`src/rtl/mulPkg.sv`:
```
package mulPkg;
  localparam int DATA_W = 16;
  localparam int LIT_W  = 5;
  localparam int BYTE_W = 8;
  localparam int MODE_W = 3;

  typedef enum logic [MODE_W-1:0] {
    MODE_SS  = 3'd0,
    MODE_UU  = 3'd1,
    MODE_US  = 3'd2,
    MODE_SU  = 3'd3,
    MODE_SL  = 3'd4,
    MODE_UL  = 3'd5,
    MODE_BB  = 3'd6,
    MODE_RSV = 3'd7
  } mode_e;

  typedef struct packed {
    logic load;
    logic aSigned;
    logic bSigned;
    logic useLit;
    logic byteMode;
  } mulStrobe_t;
endpackage

```
`src/rtl/mulCtrl.sv`:
```
module mulCtrl
  import mulPkg::*;
#(
  parameter int MODE_BITS = MODE_W
) (
  input  logic                 clk,
  input  logic                 rstN,
  input  logic                 inValid,
  input  logic [MODE_BITS-1:0] mode,
  output mulStrobe_t           strobe,
  output logic                 outValid
);
  mode_e modeSel;

  always_comb begin
    modeSel         = mode_e'(mode);
    strobe          = '0;
    strobe.load     = inValid;
    unique case (modeSel)
      MODE_SS: begin strobe.aSigned = 1'b1; strobe.bSigned = 1'b1; end
      MODE_US: strobe.bSigned = 1'b1;
      MODE_SU: strobe.aSigned = 1'b1;
      MODE_SL: begin strobe.aSigned = 1'b1; strobe.useLit = 1'b1; end
      MODE_UL: strobe.useLit = 1'b1;
      MODE_BB: strobe.byteMode = 1'b1;
      default: ;
    endcase
  end

  always_ff @(posedge clk) begin
    if (!rstN) outValid <= 1'b0;
    else       outValid <= inValid;
  end
endmodule

```
`src/rtl/mulDatapath.sv`:
```
module mulDatapath
  import mulPkg::*;
#(
  parameter int OP_W   = DATA_W,
  parameter int L_W    = LIT_W,
  parameter int B_W    = BYTE_W,
  localparam int CORE_W = OP_W + 1,
  localparam int PROD_W = 2 * OP_W
) (
  input  logic              clk,
  input  logic              rstN,
  input  mulStrobe_t        strobe,
  input  logic [OP_W-1:0]   opA,
  input  logic [OP_W-1:0]   opB,
  input  logic [L_W-1:0]    lit,
  output logic [PROD_W-1:0] product
);
  logic [OP_W-1:0]          aSel, bSel, litWide;
  logic signed [CORE_W-1:0] aExt, bExt;
  logic signed [PROD_W-1:0] coreProd;

  assign litWide = {{(OP_W-L_W){1'b0}}, lit};

  always_comb begin
    if (strobe.byteMode) begin
      aSel = {{(OP_W-B_W){1'b0}}, opA[B_W-1:0]};
      bSel = {{(OP_W-B_W){1'b0}}, opB[B_W-1:0]};
    end else begin
      aSel = opA;
      bSel = strobe.useLit ? litWide : opB;
    end
    aExt = {strobe.aSigned & aSel[OP_W-1], aSel};
    bExt = {strobe.bSigned & bSel[OP_W-1], bSel};
  end

  assign coreProd = $signed(PROD_W'(aExt)) * $signed(PROD_W'(bExt));

  always_ff @(posedge clk) begin
    if (!rstN)            product <= '0;
    else if (strobe.load) product <= coreProd;
  end
endmodule

```
`src/rtl/mixedMul17.sv`:
```
module mixedMul17
  import mulPkg::*;
(
  input  logic                 clk,
  input  logic                 rstN,
  input  logic                 inValid,
  input  logic [DATA_W-1:0]    opA,
  input  logic [DATA_W-1:0]    opB,
  input  logic [LIT_W-1:0]     lit,
  input  logic [MODE_W-1:0]    mode,
  output logic [2*DATA_W-1:0]  product,
  output logic                 outValid
);
  mulStrobe_t strobe;

  mulCtrl #(.MODE_BITS(MODE_W)) u_ctrl (
    .clk(clk), .rstN(rstN), .inValid(inValid), .mode(mode),
    .strobe(strobe), .outValid(outValid)
  );

  mulDatapath #(.OP_W(DATA_W), .L_W(LIT_W), .B_W(BYTE_W)) u_dp (
    .clk(clk), .rstN(rstN), .strobe(strobe), .opA(opA), .opB(opB),
    .lit(lit), .product(product)
  );
endmodule

```
`config.mk`:
```
export PLATFORM = sky130hd
export DESIGN_NAME = mixedMul17
export DESIGN_NICKNAME = d
export VERILOG_FILES = /design/src/rtl/mulPkg.sv /design/src/rtl/mulCtrl.sv /design/src/rtl/mulDatapath.sv /design/src/rtl/mixedMul17.sv
export SDC_FILE = /design/constraint.sdc
export NUM_CORES = 1
export LEC_CHECK = 0
export BUFFER_PORTS_ARGS = -buffer_cell sky130_fd_sc_hd__buf_2
export CORE_MARGIN = 2
export CORE_UTILIZATION = 39
export CTS_CLUSTER_DIAMETER = 30
export DETAILED_ROUTE_END_ITERATION = 12
export RECOVER_POWER = 100
export SYNTH_ARGS = -nofsm -noshare
export SYNTH_HDL_FRONTEND = slang
export SYNTH_SLANG_ARGS = --single-unit
```
`constraint.sdc`:
```
create_clock -name clk -period 9.1 [get_ports clk]
set_input_delay 0.91 -clock clk [delete_from_list [all_inputs] [get_ports clk]]
set_output_delay 0.91 -clock clk [all_outputs]
set_load 0.02 [all_outputs]
```
==> summary.md <==
| Metric | Value |
|---|---|
| Failing checks | `max-capacitance violations, max-slew violations` |
| HP Class | `reg2reg` |
| Root buf cell | `clkbuf_16` |
| First-pass GRT wire length | `a little over 50 mm` |
| Most common cell after layout, fill and taps aside | `inv_1` |
| Grt ovf | `0` |
| DRC Markers | `0` |
| Synth Flop Type | `dfxtp_1` |
| Initial antenna violation count | `2` |
| Worst-path fanout max | `28` |
| Vias in the first global route | `around 9300` |
| H-tree levels | `2` |
| ANT cells | `0` |
| Worst skew pair latency | `roughly 0.27 ns` |
| Post-DRT Antenna Nets | `0` |
| RSZ-0062 raised after global routing | `false` |
| Cells after Synth | `1355` |
| Die footprint | `31800 um^2` |
| Via count | `about 9000` |
| Final hold violation count | `0` |
| Core area | `between 20000 and 30000 um^2` |
| Number of port buffers | `between 70 and 80` |
| CTS buffer count | `5` |
| Clock skew | `0 ns` |
| GP Congestion | `approximately 0.87` |
| Setup_tns | `0 ns` |
| Synth Register Bits | `33` |
| GRT Total Usage | `between 20% and 30%` |
| Area growth syn-to-layout | `7.43%` |
| Vias/cell | `between 5 and 6` |
| Period utilization | `between 80% and 90%` |
| Postcts setup bufs | `0` |
| Max clock buf depth | `2` |
| WP data arrival | `slightly above 8 ns` |
| Max Slew Vio Count | `28` |
| # rows | `63` |
| Setup-failing EPs final | `0` |
| Fin crit period | `8.15 ns` |
| # clock sinks | `33` |
| Iter 0 DRT Violations | `between 500 and 600` |
| Resize count post-CTS | `0` |
| EDFF count, synth | `0` |
| Share of cells above drive strength 1 | `under 10%` |
| CTS tree | `yes` |
| Worst Setup Start Kind | `input pin` |
| Initial core utilization | `39.8%` |
| Dpl hpwl | `roughly 27 mm` |
| VDD IR-drop max | `337 uV` |
| Worst slew margin | `-3.71%` |
| MaxCap Viol Count | `1` |
| Lkg Pwr | `~0.0066 uW` |
| Die Ht | `roughly 180 um` |
| Clock Pin Slew Worst Setup and Hold Paths | `around 0.05 ns` |
| Cell area after synthesis | `roughly 12000 um^2` |
| Sequential area share after synthesis | `5.57%` |
| Setup crit end kind | `flip-flop` |
| Io pins | `76` |
| Util after Layout | `between 40% and 50%` |
| Synth warn | `0` |
| Post-Route WL | `between 30 and 40 mm` |
| Hold_buf cts | `0` |
| WS Path Type | `in2reg` |
| Largest net degree at the start of global routing | `29` |
| Final WS setup | `approximately 0.95 ns` |
| Fmax | `123 MHz` |
| Pwr/cell area | `401 nW/um^2` |
| Req. time, crit path | `slightly above 9 ns` |
| Post-Syn Area per Cell | `~8.8 um^2` |
| Fin nets | `~1800` |
| Worst-margin pin slew | `roughly 1.6 ns` |
| Syn nets | `1762` |
| Wire per inst | `approximately 18 um` |
| Cell variety after synth | `45` |
| Most frequent cells in the layout | `inv_1 (332), fa_1 (282), nand2_1 (149)` |
| Asr flop ratio synth | `0%` |
| Initial DRT Pass Iterations | `7` |
| Post-place setup slack | `roughly 0.79 ns` |
| Die W | `around 180 um` |
| Outcome | `finished, violations left` |
==> worst max-delay path, cell delays in order <==
cell and delay (ns):
clkbuf_1 0.14, nand2b_2 0.58, buf_4 0.40, nand2_1 0.17
nor2_1 0.48, nand2_1 0.14, fa_1 0.47, fa_1 0.43
fa_1 0.50, inv_1 0.06, fa_1 0.48, fa_1 0.49
inv_1 0.05, fa_1 0.53, inv_1 0.06, ha_1 0.25
or3_1 0.41, nor4b_1 0.30, or2_2 0.22, a21oi_1 0.13
a221o_1 0.37, o21a_1 0.19, or3_1 0.30, a32o_1 0.26
==> sequential cells by signal, indices dropped and copies added (netlist names) <==
| name | count |
|---|---|
| u_ctrl.outValid | 1 |
| u_dp.product | 32 |
==> cells in the mapped netlist, types with 2 or more instances <==
cell / number / area [um^2]
nand2b_1: 5 / 31.3
nor2_1: 125 / 469
nand2_1: 149 / 559
o211ai_1: 5 / 37.5
ha_1: 82 / 1030
o21ai_0: 14 / 70.1
or3_1: 3 / 18.8
nor3_1: 8 / 40.0
o21a_1: 10 / 75.1
xnor2_1: 26 / 228
and3_1: 20 / 125
nor2b_1: 18 / 113
a211o_1: 2 / 17.5
o22ai_1: 3 / 18.8
a21o_1: 7 / 52.6
nand3_1: 27 / 135
mux2_2: 4 / 45.0
dfxtp_1: 33 / 661
inv_1: 332 / 1250
and2_1: 67 / 419
mux2i_1: 17 / 170
o21ai_1: 3 / 15.0
a211oi_1: 10 / 75.1
or2_2: 2 / 12.5
clkbuf_1: 44 / 165
xor2_1: 12 / 105
a21oi_1: 28 / 140
fa_1: 282 / 5650
==> kinds of logic (layout without fill, tap and decap cells) <==
family / count (synthesis) / after routing / synth area share, %
mux: 21 / 21 / 1.81
xor+xnor: 38 / 38 / 2.80
fa+ha+maj: 364 / 364 / 56.2
buf+inv: 377 / 427 / 11.9
simple gates: 431 / 431 / 16.7
compound gates: 91 / 91 / 4.93
flops: 33 / 33 / 5.57
==> path summary, 6_finish.rpt <==
path                    startpoint          endpoint  slack, ns  cells past startpoint
setup / recovery           mode[1]  u_dp.product[28]       0.95                     24
hold / removal    u_dp.product[31]  u_dp.product[31]       0.47                      2
setup reg to reg  u_dp.product[28]  u_dp.product[28]       8.31                      2
hold reg to reg   u_dp.product[31]  u_dp.product[31]       0.47                      2
==> metal layers <==
metal	GRT usage [%]	share of wire [%]	up-vias
met4	3.49	1.7	0
met2	36.5	51	271
met1	28.6	41	4575
li1	-	-	4098
met5	0	0	-
met3	3.35	6.7	35
==> power by group <==
group / internal, uW / total, uW / switching (uW)
Sequential: 200 / 222 / 22.2
Combinational: 2000 / 4720 / 2720
Clock: 116 / 174 / 58.8
Total: 2320 / 5120 / 2800
==> cell type report <==
class	count	area, um^2
Clock buffer	7	153
Clock inverter	1	5.00
Fill cell	3032	17000
Inverter	332	1250
Multi-Input combinational cell	945	9780
Sequential cell	33	661
Tap cell	390	488
Timing Repair Buffer	87	418
==> metrics by stage <==
stage / hold slack, ns / total power [uW] / cell area, um^2 / instances
global placement: 0.449 / 5010 / 12700 / 1787
CTS: 0.458 / 5230 / 12800 / 1795
detailed placement: 0.451 / 5010 / 12700 / 1787
global route: 0.482 / 5770 / 12700 / 1795
floorplan: 0.521 / 3900 / 11900 / 1355
finish: 0.469 / 5120 / 12700 / 1795
(Power assumes the default switching activity.)
